File: src/rtl/uart_frame_rx.sv
module uart_frame_rx #(
  parameter int PW = 16
) (
  input  logic          clk,
  input  logic          rst_n,
  input  logic          rx_line,
  input  logic          enable,
  input  logic [PW-1:0] bit_period,
  input  logic [2:0]    width_sel,
  input  logic          parity_en,
  input  logic          parity_odd,
  input  logic [1:0]    stop_sel,
  input  logic          idle_level,
  input  logic [3:0]    sample_start,
  input  logic [3:0]    sample_count,
  output logic [7:0]    rx_data,
  output logic          rx_valid,
  output logic          parity_err,
  output logic          frame_err
);
  localparam int SW = PW - 4;

  typedef enum logic [2:0] {S_IDLE, S_START, S_DATA, S_PAR, S_STOP1, S_STOP2, S_GAP} st_t;
  st_t st;

  logic [1:0]    sync;
  logic [PW-1:0] bc;
  logic [SW-1:0] sc;
  logic [4:0]    ti;
  logic [3:0]    ones, taken;
  logic [2:0]    bitn;
  logic [7:0]    shreg;
  logic          perr_acc, ferr_acc;

  wire          line    = sync[1];
  wire [SW-1:0] sub     = bit_period[PW-1:4];
  wire [PW-1:0] len     = (st == S_GAP) ? {1'b0, bit_period[PW-1:1]} : bit_period;
  wire          bit_end = (bc == len - 1'b1);
  wire [3:0]    cnt_eff = (sample_count == 4'd0) ? 4'd1 : sample_count;
  wire [4:0]    win_end = {1'b0, sample_start} + {1'b0, cnt_eff};
  wire          take    = (sc == '0) && (ti != 5'd16) && (ti >= {1'b0, sample_start}) && (ti < win_end);
  wire [4:0]    ones2   = {ones, 1'b0};
  wire          vote    = (ones2 > {1'b0, taken}) ? 1'b1 :
                          (ones2 < {1'b0, taken}) ? 1'b0 : idle_level;
  wire [3:0]    nbits   = (width_sel[2] && (width_sel[1] || width_sel[0])) ? {1'b0, width_sel} : 4'd8;
  wire          bad_stop = (vote != idle_level);

  always_ff @(posedge clk or negedge rst_n) begin
    if (!rst_n) sync <= 2'b11;
    else        sync <= {sync[0], rx_line};
  end

  always_ff @(posedge clk or negedge rst_n) begin
    if (!rst_n) begin
      bc <= '0; sc <= '0; ti <= '0; ones <= '0; taken <= '0;
    end else if (st == S_IDLE || bit_end) begin
      bc <= '0; sc <= '0; ti <= '0; ones <= '0; taken <= '0;
    end else begin
      bc <= bc + 1'b1;
      if (sc == sub - 1'b1) begin
        sc <= '0;
        if (ti != 5'd16) ti <= ti + 5'd1;
      end else begin
        sc <= sc + 1'b1;
      end
      if (take) begin
        ones  <= ones + {3'b000, line};
        taken <= taken + 4'd1;
      end
    end
  end

  always_ff @(posedge clk or negedge rst_n) begin
    if (!rst_n) begin
      st <= S_IDLE; bitn <= '0; shreg <= '0; perr_acc <= 1'b0; ferr_acc <= 1'b0;
      rx_data <= '0; rx_valid <= 1'b0; parity_err <= 1'b0; frame_err <= 1'b0;
    end else begin
      rx_valid   <= 1'b0;
      parity_err <= 1'b0;
      frame_err  <= 1'b0;
      if (!enable) begin
        st <= S_IDLE;
      end else begin
        case (st)
          S_IDLE: if (line != idle_level) begin
            st <= S_START; bitn <= '0; shreg <= '0; perr_acc <= 1'b0; ferr_acc <= 1'b0;
          end
          S_START: if (bit_end) st <= (vote == idle_level) ? S_IDLE : S_DATA;
          S_DATA: if (bit_end) begin
            shreg[bitn] <= vote;
            bitn <= bitn + 3'd1;
            if ({1'b0, bitn} == nbits - 4'd1) st <= parity_en ? S_PAR : S_STOP1;
          end
          S_PAR: if (bit_end) begin
            perr_acc <= ((^shreg) ^ vote) != parity_odd;
            st <= S_STOP1;
          end
          S_STOP1: if (bit_end) begin
            if (stop_sel[1]) begin
              ferr_acc <= bad_stop;
              st <= S_STOP2;
            end else begin
              rx_valid <= 1'b1; rx_data <= shreg;
              parity_err <= perr_acc; frame_err <= bad_stop;
              st <= (stop_sel[0]) ? S_GAP : S_IDLE;
            end
          end
          S_STOP2: if (bit_end) begin
            rx_valid <= 1'b1; rx_data <= shreg;
            parity_err <= perr_acc; frame_err <= ferr_acc | bad_stop;
            st <= S_IDLE;
          end
          S_GAP: if (bit_end) st <= S_IDLE;
          default: st <= S_IDLE;
        endcase
      end
    end
  end
endmodule


File: config.mk
export PLATFORM = sky130hd
export DESIGN_NAME = uart_frame_rx
export DESIGN_NICKNAME = d
export VERILOG_FILES = /design/src/rtl/uart_frame_rx.sv
export SDC_FILE = /design/constraint.sdc
export NUM_CORES = 1
export LEC_CHECK = 0
export ABC_AREA = 1
export BUFFER_PORTS_ARGS = -buffer_cell sky130_fd_sc_hd__clkbuf_2
export CAP_MARGIN = 20
export CORE_ASPECT_RATIO = 1.5
export CORE_MARGIN = 5
export CORE_UTILIZATION = 50
export DETAILED_ROUTE_END_ITERATION = 8
export HOLD_SLACK_MARGIN = 0.06
export PLACE_DENSITY = 0.69
export SLEW_MARGIN = 20
export SYNTH_ARGS = -nofsm -noshare
export SYNTH_HDL_FRONTEND = slang
export SYNTH_SLANG_ARGS = --single-unit
File: constraint.sdc
create_clock -name clk -period 4.5 [get_ports clk]
set_input_delay 0.675 -clock clk [delete_from_list [all_inputs] [get_ports clk]]
set_output_delay 0.675 -clock clk [all_outputs]
set_load 0.05 [all_outputs]
; ---- Word-level counts from Yosys, hierarchy flattened
; Cells that the tools add are included.
[word_totals]
inputBits = 36
regBits = 70
output_inout_bits = 11
wordCells = 148
[op_classes]
n_mux = 62
add_sub_neg = 10
n_bitwise = 2
n_reduce_logical = 25
order_cmp = 6
n_eq_ne = 28
[ops]
columns = operator, count
row1 = 8-bit two-way mux, 5
row2 = 3-bit two-way mux, 13
row3 = 16-bit two-way mux, 2
row4 = 8-bit case mux with 2 select lines, 2
row5 = 12-bit two-way mux, 2
row6 = 4-bit two-way mux, 6
row7 = 1-bit two-way mux, 19
row8 = 3-bit case mux with 6 select lines, 1
row9 = 16-bit by 1-bit adder with 16-bit output (second input constant), 1
row10 = 16-bit == test, 1
row11 = 16-bit by 1-bit subtractor with 16-bit output (second input constant), 1
row12 = 5-bit two-way mux, 3
row13 = 3-bit inequality test (second input constant), 5
row14 = 2-bit nonzero test, 7
row15 = 12-bit by 1-bit adder with 12-bit output (second input constant), 1
row16 = 12-bit == test, 1
row17 = 12-bit zero test, 1
row18 = 2-bit inequality test (second input constant), 6
row19 = 12-bit by 1-bit subtractor with 12-bit output (second input constant), 1
row20 = 1-bit case mux with 2 select lines, 5
row21 = 5-bit AND reduction, 2
row22 = 3-bit == test (second input constant), 3
row23 = 8-bit bitwise mux, 1
row24 = 4-bit AND reduction, 2
row25 = other kinds (33), 42

; ---- Depth between registers and ports, before layout
; Gate-level depths: netlist of run 1.
[logic_depth]
word_depth = 9
ltp_mapped = 21

; ---- Least setup slack after synthesis of run 1
; No wires, ideal clock.
[synth_path]
path_type = input port to flip-flop
startpoint = input sample_count[1]
endpoint = register taken[3]
arrival_ns = 3.077
slack_ns = 1.302
stages = 16
path_buffers = 0
required_time_ns = 4.379
setup_ns = 0.121
path_cell_list = nor3_1 > or2_2 > ha_1 > fa_1 > inv_1 > ha_1 > a21oi_1 > nor2_1 > o21a_1 > o21ai_0 > nand2_1 > inv_1 > nand2_1 > nor3_1 > xor2_1 > nor2_1
[synth_via]
elab_chain_cells = 6
[synth_lines]
columns = element, line
row1 = start: declaration, 15  ; input logic [3:0] sample_count,
row2 = 4-bit zero test, 39  ; wire [3:0] cnt_eff = (sample_count == 4'd0) ? 4'd1 : sample_count;
row3 = 4-bit two-way mux *, 39
row4 = 4-bit by 4-bit adder with 5-bit output *, 40  ; wire [4:0] win_end = {1'b0, sample_start} + {1'b0, cnt_eff};
row5 = 5-bit less-than comparator *, 41  ; wire take = (sc == '0) && (ti != 5'd16) && (ti >= {1'b0, sample_start}) && (ti < win_end);
row6 = 1-bit logical AND *, 41
row7 = 2-bit nonzero test (no line) *, --
row8 = end signal: assignment, 68  ; taken <= taken + 4'd1;
row9 = end: declaration, 30  ; logic [3:0] ones, taken;
; Mark *: on every way between the ends. The rest lies on a longest branch, timed or not.
; A chain may end at the register's enable or synchronous reset.

; ---- Worst setup path in the final report of run 1
[layout_path]
startpoint = register st[2]
endpoint = register ones[2]
[layout_via]
elab_chain_cells = 6
[layout_lines]
columns = element, line
row1 = start: declaration, 24  ; st_t st;
row2 = start signal: assignment, 88  ; S_START: if (bit_end) st <= (vote == idle_level) ? S_IDLE : S_DATA;
row3 = start signal: assignment, 92  ; if ({1'b0, bitn} == nbits - 4'd1) st <= parity_en ? S_PAR : S_STOP1;
row4 = start signal: assignment, 105  ; st <= (stop_sel[0]) ? S_GAP : S_IDLE;
row5 = 3-bit == test, 37  ; wire [PW-1:0] len = (st == S_GAP) ? {1'b0, bit_period[PW-1:1]} : bit_period;
row6 = 16-bit two-way mux, 37
row7 = 16-bit by 1-bit subtractor with 16-bit output, 38  ; wire bit_end = (bc == len - 1'b1);
row8 = 16-bit == test, 38
row9 = 1-bit logical OR *, 56  ; end else if (st == S_IDLE || bit_end) begin
row10 = 4-bit two-way mux or 2-bit nonzero test (tied branches), --
row11 = end signal: assignment, 67  ; ones <= ones + {3'b000, line};
row12 = end: declaration, 30
; Marked as above.

==> run_results.csv, run 1 <==
group,metric,value,unit
outcome,outcome,"finished, final reports clean",
die,fp.dieH,141,um
clock_tree,cts_tree,"yes",
critical_path,slowest_delay,660,ps
cells_and_area,layout.cells.non_filler,999,
critical_path,cp-start-kind,"flop",
critical_path,rrSetupSlack,930,ps
synthesis,ys_async_sr_fraction,100,%
timing,fin_ws,930,ps
hold_path,min_path_type,"in -> async",
clock_tree,clock_path_buffers,2,
synthesis,synth-seq-area-share,30.8,%
die,initial_core_util,51.2,%
routing,num_vias,5361,
synthesis,synth_edf_count,0,
die,die_w,97.1,um
routing,drt-initial-drc-count,260,
cells_and_area,final_cell_mix,"nand2_1 (232), nor2_1 (85), inv_1 (82)",
cells_and_area,area_delta_synth_final,10.7,%
timing,fmax,280,MHz
timing,finalHoldViolations,0,
critical_path,cp.required,4680,ps
synthesis,postSynthRegisterBits,70,
power_and_ir_drop,leakagePower,3.07,nW
routing,final_antenna_net_count,0,
routing,drc,0,
global_routing,grt_pass1_wl,23.6,mm
cells_and_area,design_area,6300,um2
clock_tree,cts_sinks,70,
die,ios,47,
cells_and_area,final_common_cell,"nand2_1",
clock_tree,cts-buffers-inserted,9,
synthesis,synthMuxAreaShare,0,%
global_routing,gr-total-overflow,0,
synthesis,avgSynthCellArea,7.08,um2
placement,placed_area,6010,um2
run,drv_cap,0,
timing,post-route-min-period,3570,ps
cells_and_area,final_nets,911,
routing,post_drt_wl_per_cell,13.8,um
critical_path,path_class,"reg -> reg",
global_routing,first_global_vias,5312,
synthesis,synth.distinct_cells,46,
placement,gp_congestion,0.934,
routing,first_pass_iters,5,
placement,dpl.hpwl,10.9,mm
synthesis,synth-simple-area-share,39.9,%
clock_tree,cts_hold_buf,0,
cells_and_area,drive_gt1_share,13.0,%
clock_tree,postCtsResizedCells,0,
global_routing,antenna_found_initial,0,
critical_path,path_common_cell,"nand2_1",
timing,slew_viol_final,0,
routing,routed_wl,13.8,mm
clock_tree,htree_levels,3,
critical_path,cp.arrival,3750,ps
timing,rsz0062_at_grt,"no",
critical_path,crit_chain,"nand2_1 > nor2_4 > nand2_1 > nand2_2 > ha_1 > nand3_2 > inv_2 > nand2_1 > nor2_2 > nand2_1 > nand2_1 > nand2_1 > nor2_1 > nand2_1 > nor2_2 > nand2_4 > nand2_2 > nor2_1",
routing,viasPerCell,5.37,
synthesis,yosysWarnings,0,
die,core_area,11100,um2
die,rows,47,
timing,slew_headroom,26.3,%
placement,io_buffers,46,
synthesis,synth-adder-area-share,6.28,%
clock_tree,cts_setup_buffers,0,
cells_and_area,n_antenna_cell,0,
placement,placedCellCount,983,
global_routing,grtUsageTotal,20.7,%
synthesis,synth_top_flop_cell,"dfrtp_1",
synthesis,synth_cells,805,
clock_tree,cts.clk_slew.worst_paths,60,ps
global_routing,grt_max_degree,52,
clock_tree,clock_latency,330,ps
critical_path,slowest_stage,"dfrtp_1",
timing,final.setup.tns,0,ps
power_and_ir_drop,power_density,293,nW/um2
timing,setup_viol,0,
synthesis,synth_xor_area_share,9.84,%
synthesis,synth_top_family_by_area,"simple AND/OR/NAND/NOR gates",
die,die-area,13700,um2
synthesis,netlist_area,5700,um2
timing,clock_skew,5.02,ps
critical_path,cp_max_fo,40,
placement,detailedPlace.worstSlack,865,ps
timing,period_share,79.3,%
timing,worst_pin_slew,1100,ps
critical_path,cp-end-kind,"flop",
power_and_ir_drop,vdd_drop_max,244,uV
clock_tree,root_buffer,"clkbuf_16",
cells_and_area,final_core_utilization,56.7,%
synthesis,synth.net_count,869,
synthesis,synth-compound-area-share,5.14,%
==> routing by layer <==
metal | track usage (%) | wire, um
met1 | 23.4 | 5680
met2 | 37.7 | 7100
met3 | 3.31 | 545
met4 | 9.76 | 447
met5 | 0 | 0
==> worst max-delay path: cells and delay by family (launching register included) <==
family | cells | cell delay [ps]
DFF | 1 | 660
adders and majority gates | 1 | 190
and+or+nand+nor | 16 | 2490
buffers and inverters | 1 | 90
==> flip-flops by register name (all words and copies together) (netlist names) <==
signal and flops:
st 3, ones 4, taken 4, frame_err 1, bc 16, parity_err 1, bitn 3, perr_acc 1
ferr_acc 1, sc 12, rx_data 8, shreg 8, ti 5, sync 2, rx_valid 1
==> path summary, 6_finish.rpt <==
check | cells past startpoint | end | startpoint
setup / recovery | 18 | ones[2]$_DFFE_PN0P_ | st[2]$_DFFE_PN0P_
hold / removal | 1 | rx_data[0]$_DFFE_PN0P_ | rst_n
setup reg to reg | 18 | ones[2]$_DFFE_PN0P_ | st[2]$_DFFE_PN0P_
hold reg to reg | 0 | sync[1]$_DFF_PN1_ | sync[0]$_DFF_PN1_
max in group asynchronous | 2 | ti[4]$_DFFE_PN0P_ | rst_n
min in group clk | 0 | sync[1]$_DFF_PN1_ | sync[0]$_DFF_PN1_
==> where the power goes <==
part	total (W)	internal [W]	switching, W
registers	0.000703	0.000655	0.0000482
clock network	0.000687	0.000427	0.000260
logic	0.000460	0.000138	0.000322
total	0.00185	0.00122	0.000630
==> per-stage QoR <==
| step | hold WS, ps | total power [W] |
|---|---|---|
| after floorplan | 345 | 0.00106 |
| after global placement | 347 | 0.00116 |
| after detailed placement | 350 | 0.00117 |
| after CTS | 285 | 0.00188 |
| after global routing | 304 | 0.00196 |
| final | 283 | 0.00185 |
==> logic make-up after synthesis <==
group / Yosys count
xor gates and xnor gates: 64
DFF: 70
buffers and inverters: 106
AOI/OAI and AO/OA: 43
and+or+nand+nor: 494
adders and majority gates: 28
==> layout make-up <==
class	instances	area (um2)
clock buffers	10	229
well taps	147	184
flip-flops and latches	70	1750
repair buffers	50	260
inverters	87	332
multi-input cells	629	3480
clock inverters	6	62.6
fillers	1085	4810
==> synth_stat cells, types with 12 or more instances <==
cell type	number	share of area [%]
nand2_1	232	15
nor2_1	85	5.6
inv_1	82	5.4
dfrtp_1	68	30
nand3_1	54	4.7
nand4_1	45	4.9
xor2_1	42	6.5
ha_1	27	5.9
nor3_1	26	2.3
xnor2_1	22	3.4
a21oi_1	16	1.4
nor2_2	12	1.3
o21ai_0	12	1.1
Power figures use the tool's default switching activity.
==> run 2, diff against run 1 <==
ABC_AREA = 0   (was 1)
clock period = 3.5 ns   (was 4.5 ns; I/O delays follow)
==> run 2 against run 1 <==
  * Power grew 27%
  * Setup slack lost 840 ps
  * Highest routed layer unchanged
  * Synthesized cell count shrank 19%
  * Flip-flop and latch count is the same
  * Clock power grew 29%
  * Combinational power grew 29%
  * Cell area grew 3.8%
  * Via count shrank 7.2%
  * Largest cell class unchanged
  * Sequential share of layout area shrank 1.0 points
  * Clock skew grew 3.3 ps
  * Wire length grew 0.58%
  * Largest power group is now the clock network
==> run_results.csv, run 2 <==
group,metric,value,unit
outcome,outcome,"finished, final reports clean",
cells_and_area,drive_gt1_share,19.4,%
synthesis,avgSynthCellArea,8.68,um2
routing,post_drt_wl_per_cell,16.2,um
synthesis,synth_area_leader_cell,"dfrtp_1",
critical_path,cp.arrival,3630,ps
cells_and_area,largest_reg_flops,16,
critical_path,crit_chain,"and3b_2 > mux2i_2 > ha_2 > nor2b_4 > o21ai_2 > or4b_4 > xnor2_2 > nor4_2 > nand3_2 > buf_6 > nor3_4 > nand3_4 > mux2_4",
global_routing,grt_max_degree,63,
power_and_ir_drop,power_density,359,nW/um2
clock_tree,cts_tree,"yes",
routing,num_vias,4975,
clock_tree,cts.clk_slew.worst_paths,60,ps
placement,io_buffers,46,
routing,drt-met1-wl,5.59,mm
synthesis,postSynthRegisterBits,70,
routing,drt-initial-drc-count,230,
synthesis,synth_common_cells,"nor2_1 (70), dfrtp_1 (68), xnor2_1 (50), nand2_1 (46), nand3_1 (41)",
routing,viasPerCell,5.80,
power_and_ir_drop,power,0.00235,W
global_routing,antenna_found_initial,0,
synthesis,ys_async_sr_fraction,100,%
synthesis,synth_top_flop_cell,"dfrtp_1",
placement,dpl.hpwl,10.4,mm
synthesis,yosysWarnings,0,
global_routing,grtUsageTotal,20.9,%
cells_and_area,final_common_cell,"nor2_1",
timing,setup_viol,0,
critical_path,path_class,"reg -> reg",
cells_and_area,area_delta_synth_final,16.2,%
cells_and_area,final_nets,770,
routing,top_layer_used,"met4",
clock_tree,cts-buffers-inserted,9,
timing,fmax,293,MHz
timing,slew_viol_final,0,
cells_and_area,n_antenna_cell,0,
synthesis,synth.distinct_cells,74,
hold_path,min_path_type,"in -> reg",
cells_and_area,largestRegisters,"bc (16), sc (12)",
routing,first_pass_iters,5,
synthesis,synth-seq-area-share,31.1,%
die,fp.dieH,140,um
placement,gp_congestion,0.903,
die,ios,47,
critical_path,cp_max_fo,8,
global_routing,first_global_vias,5044,
global_routing,gr-total-overflow,0,
timing,finalHoldViolations,0,
timing,clock_skew,8.34,ps
clock_tree,clock_latency,340,ps
critical_path,slowest_stage,"or4b_4",
routing,wl_met3,580,um
cells_and_area,regMostFlops,"bc",
synthesis,synth_cells,649,
global_routing,grt_pass1_wl,23.8,mm
die,die_w,96.7,um
timing,period_share,97.4,%
synthesis,synth_top_cells_by_area,"dfrtp_1 (30%), xnor2_1 (7.8%), ha_1 (6.0%)",
timing,hold_ws,268,ps
timing,worst_pin_slew,803,ps
timing,post-route-min-period,3410,ps
power_and_ir_drop,leakagePower,2.89,nW
routing,wl_met2,7.34,mm
critical_path,cp-start-kind,"flop",
clock_tree,cts_sinks,70,
run,drv_cap,0,
power_and_ir_drop,vdd_drop_max,253,uV
cells_and_area,final_cell_mix,"nor2_1 (70), dfrtp_1 (68), xnor2_1 (49)",
clock_tree,root_buffer,"clkbuf_16",
die,die-area,13500,um2
synthesis,synth.net_count,713,
die,core_area,11100,um2
synthesis,synth_edf_count,0,
critical_path,slowest_delay,500,ps
die,rows,47,
synthesis,synth_most_common_cell,"nor2_1",
routing,drc,0,
clock_tree,htree_levels,3,
critical_path,cp.required,3720,ps
timing,slew_headroom,46.4,%
synthesis,netlist_area,5630,um2
synthesis,yosys.area.top_type_share,30.2,%
clock_tree,clock_path_buffers,2,
routing,final_antenna_net_count,0,
die,initial_core_util,51.0,%
routing,routed_wl,13.9,mm
critical_path,cp-end-kind,"flop",
run 2: worst paths after layout:
check                           cells past startpoint              start                endpoint  slack, ps
max in group asynchronous                           3              rst_n         bc[8]$_DFF_PN0_       1880
worst min-delay path                                1            rx_line       sync[0]$_DFF_PN1_        270
worst min register to register                      0  sync[0]$_DFF_PN1_       sync[1]$_DFF_PN1_        350
min in group asynchronous                           2              rst_n         sc[1]$_DFF_PN0_        570
worst max-delay path                               13  st[0]$_DFFE_PN0P_  rx_data[7]$_DFFE_PN0P_         90
worst max register to register                     13  st[0]$_DFFE_PN0P_  rx_data[7]$_DFFE_PN0P_         90
run 2: area by class of cell:
cell class / count / area (um2)
clock buffer: 12 / 267
clock inverter: 4 / 28.8
fill: 1008 / 4510
inverter: 26 / 97.6
multi-input combinational: 515 / 3670
sequential: 70 / 1750
tap: 147 / 184
timing repair buffer: 84 / 547
run 2: metrics by stage:
stage / area [um2] / instances / setup slack [ps] / util [%] / setup TNS [ps]
after floorplan: 5680 / 649 / -42.4 / - / -339
after global placement: 6190 / 839 / 98.5 / 56.0 / 0
after detailed placement: 6190 / 839 / -54.5 / 56.0 / -337
after CTS: 6510 / 857 / 42.5 / 58.9 / 0
after global routing: 6550 / 858 / -3.04 / 59.2 / -4.17
final: 6550 / 858 / 90.3 / 59.2 / 0
run 2: per-layer routing:
layer  global-route usage, %  vias to the layer above
met3                    3.83                       27
met1                    24.7                     2412
met4                    7.84                        0
met2                    37.4                      123
li1                        -                     2413
met5                       0                        -
run 2: worst max-delay path: cells and delay by family (launching register included):
kind                     cells  cell delay (ps)
AND/OR/NAND/NOR              7             1700
multiplexers                 2              580
flip-flops                   1              390
adder cells (fa/ha/maj)      1              210
XOR/XNOR                     1              160
buffers and inverters        1              160
AO/OA/AOI/OAI                1               70
run 2: timing repair:
action	CTS	global route
endpoints found under the setup margin	8	31
pin swaps	1	4
hold endpoints to repair	8	0
buffers inserted	1	1
gates resized for setup	1	7
hold buffers	1	0
run 2: power breakdown:
group | switching [W] | internal, W | leakage, nW | total [W]
Sequential | 0.0000371 | 0.000837 | 0.968 | 0.000875
Combinational | 0.000348 | 0.000246 | 1.78 | 0.000594
Clock | 0.000346 | 0.000538 | 0.141 | 0.000885
Total | 0.000731 | 0.00162 | 2.89 | 0.00235
run 2: kinds of logic (layout without fill, tap and decap cells):
group / Yosys count / in the layout / synth area share (%)
AND/OR/NAND/NOR: 266 / 266 / 25.4
flip-flops: 70 / 70 / 31.1
XOR/XNOR: 81 / 81 / 12.6
adder cells (fa/ha/maj): 29 / 29 / 6.53
buffers and inverters: 64 / 126 / 4.95
multiplexers: 27 / 27 / 5.53
AO/OA/AOI/OAI: 112 / 112 / 13.9
==> run 3, diff against run 2 <==
REMOVE_ABC_BUFFERS = 1   (was not set)
==> run 3 against run 2 <==
  * The flow now finishes with violations (setup timing)
  * Worst hold slack improved by 2.1 ps
  * Core utilization grew 0.96 points
  * Clock power is 5.0% higher
  * Final cell count increased by 1.2%
  * Setup slack got worse by 120 ps
  * Combinational power is 9.9% higher
  * Sequential share of layout area is 0.43 points lower
  * Cell area is 1.6% higher
  * Clock skew fell by 1.0 ps
  * Non-clock buffer count up 10
  * Global-route usage is 0.14 points higher
  * Critical path depth did not move
  * Largest cell class unchanged
==> run_results.csv, run 3 (synthesis gave the netlist of run 2 again) <==
group,metric,value,unit
power_and_ir_drop,seq_power_share,35.6,%
power_and_ir_drop,power_density,369,nW/um2
critical_path,path_depth,13,
hold_path,whs_path_depth,1,
clock_tree,cts_sinks,70,
critical_path,crit_family,"simple AND/OR/NAND/NOR gates",
critical_path,rrSetupSlack,-30,ps
power_and_ir_drop,leakagePower,2.96,nW
global_routing,grtUsageTotal,21.0,%
placement,placed_area,6160,um2
clock_tree,htree_levels,3,
die,rows,47,
critical_path,cp.required,3730,ps
die,ios,47,
clock_tree,cts_tree,"yes",
timing,finalHoldViolations,0,
critical_path,cp-start-kind,"flop",
cells_and_area,regMostFlops,"bc",
clock_tree,clock_path_buffers,2,
critical_path,slowest_delay,490,ps
clock_tree,cts-buffers-inserted,9,
placement,placedCellCount,838,
critical_path,cp.arrival,3760,ps
global_routing,antenna_found_initial,0,
cells_and_area,largestRegisters,"bc (16), sc (12)",
timing,fin_ws,-30.9,ps
cells_and_area,area_delta_synth_final,18.1,%
die,initial_core_util,51.0,%
critical_path,slowest_stage,"or4b_4",
critical_path,r2r_cells,13,
routing,num_vias,5059,
cells_and_area,drive_gt1_share,20.5,%
critical_path,worst-path-buf-inv,1,
timing,period_share,101,%
cells_and_area,n_antenna_cell,0,
die,die-area,13500,um2
clock_tree,root_buffer,"clkbuf_16",
cells_and_area,final_cell_mix,"nor2_1 (70), dfrtp_1 (68), xnor2_1 (50)",
timing,slew_headroom,40.5,%
outcome,outcome,"finished with violations",
routing,final_antenna_net_count,0,
timing,rsz0062_at_grt,"yes",
die,core_area,11100,um2
clock_tree,cts.clk_slew.worst_paths,60,ps
cells_and_area,design_area,6650,um2
cells_and_area,nFillCells,980,
run,drv_cap,0,
global_routing,grt_max_degree,71,
placement,io_buffers,46,
critical_path,crit_chain,"and3b_2 > mux2i_2 > ha_2 > nor2b_4 > o21ai_2 > or4b_4 > xnor2_1 > nor4_2 > nand3_2 > buf_4 > nor4_1 > o21ai_0 > a32o_1",
timing,hold_ws,270,ps
cells_and_area,layout.cells.non_filler,868,
placement,dpl.hpwl,10.4,mm
power_and_ir_drop,p_sw_share,31.6,%
routing,post_drt_wl_per_cell,16.6,um
power_and_ir_drop,power,0.00246,W
clock_tree,clock_latency,340,ps
cells_and_area,regArea,1750,um2
power_and_ir_drop,vdd_drop_max,239,uV
cells_and_area,final_nets,780,
outcome,violations,"setup timing",
timing,post-route-min-period,3530,ps
routing,viasPerCell,5.83,
global_routing,grt_pass1_wl,24.1,mm
cells_and_area,largest_reg_flops,16,
global_routing,first_global_vias,5176,
die,die_w,96.7,um
power_and_ir_drop,p_sw,0.000776,W
timing,worst_pin_slew,893,ps
routing,drt-initial-drc-count,261,
global_routing,gr-total-overflow,0,
timing,slew_viol_final,0,
cells_and_area,multi_input_area,3660,um2
routing,first_pass_iters,5,
critical_path,path_class,"reg -> reg",
die,fp.dieH,140,um
power_and_ir_drop,power_frac_clock,37.8,%
power_and_ir_drop,internal_power,0.00168,W
critical_path,cp-end-kind,"flop",
timing,clock_skew,7.31,ps
hold_path,min_path_type,"in -> reg",
cells_and_area,final_common_cell,"nor2_1",
timing,setup_viol,3,
power_and_ir_drop,combPwrFrac,26.6,%
timing,fmax,283,MHz
critical_path,cp_max_fo,4,
placement,gp_congestion,0.927,
routing,drc,0,
clock_tree,cts_hold_buf,0,
routing,routed_wl,14.4,mm
run 3: cell count changes in the layout (fill, tap and decap cells not counted), sizes merged:
cell         change
clkbuf           -2
clkinv           +3
clkinvlp         -1
buf             +10
bufinv           +1
dlygate4sd3      -1
run 3: layer usage:
| layer | share of wire, % | GRT usage (%) | vias up |
|---|---|---|---|
| li1 | - | - | 2439 |
| met1 | 41 | 24.8 | 2438 |
| met2 | 51 | 37.5 | 140 |
| met3 | 3.9 | 2.94 | 42 |
| met4 | 3.5 | 9.76 | 0 |
| met5 | 0 | 0 | - |
run 3: layout make-up:
class | count | share of cell area, %
Clock inverter | 7 | 1.11
Clock buffer | 9 | 3.38
Tap cell | 147 | 2.76
Inverter | 26 | 1.47
Sequential cell | 70 | 26.4
Multi-Input combinational cell | 515 | 55.0
Timing Repair Buffer | 94 | 9.93
run 3: final timing paths:
check	startpoint	endpoint
max	st[0]$_DFFE_PN0P_	perr_acc$_DFFE_PN0P_
min	rx_line	sync[0]$_DFF_PN1_
max reg2reg	st[0]$_DFFE_PN0P_	perr_acc$_DFFE_PN0P_
min reg2reg	sync[0]$_DFF_PN1_	sync[1]$_DFF_PN1_
max in group asynchronous	rst_n	sc[7]$_DFF_PN0_
min in group asynchronous	rst_n	rx_data[6]$_DFFE_PN0P_
run 3: per-stage QoR:
| step | worst slack [ps] | setup TNS [ps] | util (%) |
|---|---|---|---|
| floorplan | -1430 | -64680 | - |
| global placement | 46.5 | 0 | 55.7 |
| detailed placement | -194 | -3670 | 55.7 |
| CTS | 19.7 | 0 | 58.8 |
| global route | -215 | -7970 | 60.2 |
| finish | -30.9 | -40.2 | 60.2 |
run 3: power by group through the flow:
stage          combinational (W)  clock, W  sequential, W
4_1_cts                 0.000581  0.000938       0.000876
3_3_place_gp            0.000559         0       0.000890
3_5_place_dp            0.000572         0       0.000890
2_1_floorplan           0.000319         0       0.000892
6_report                0.000653  0.000929       0.000875
5_1_grt                 0.000726  0.000969       0.000882
run 3: what timing repair did:
action / in CTS / in global routing
cloned: 0 / 2
setup endpoints to repair: 55 / 67
setup buffers: 5 / 7
pin swaps: 4 / 6
resized for setup: 3 / 20
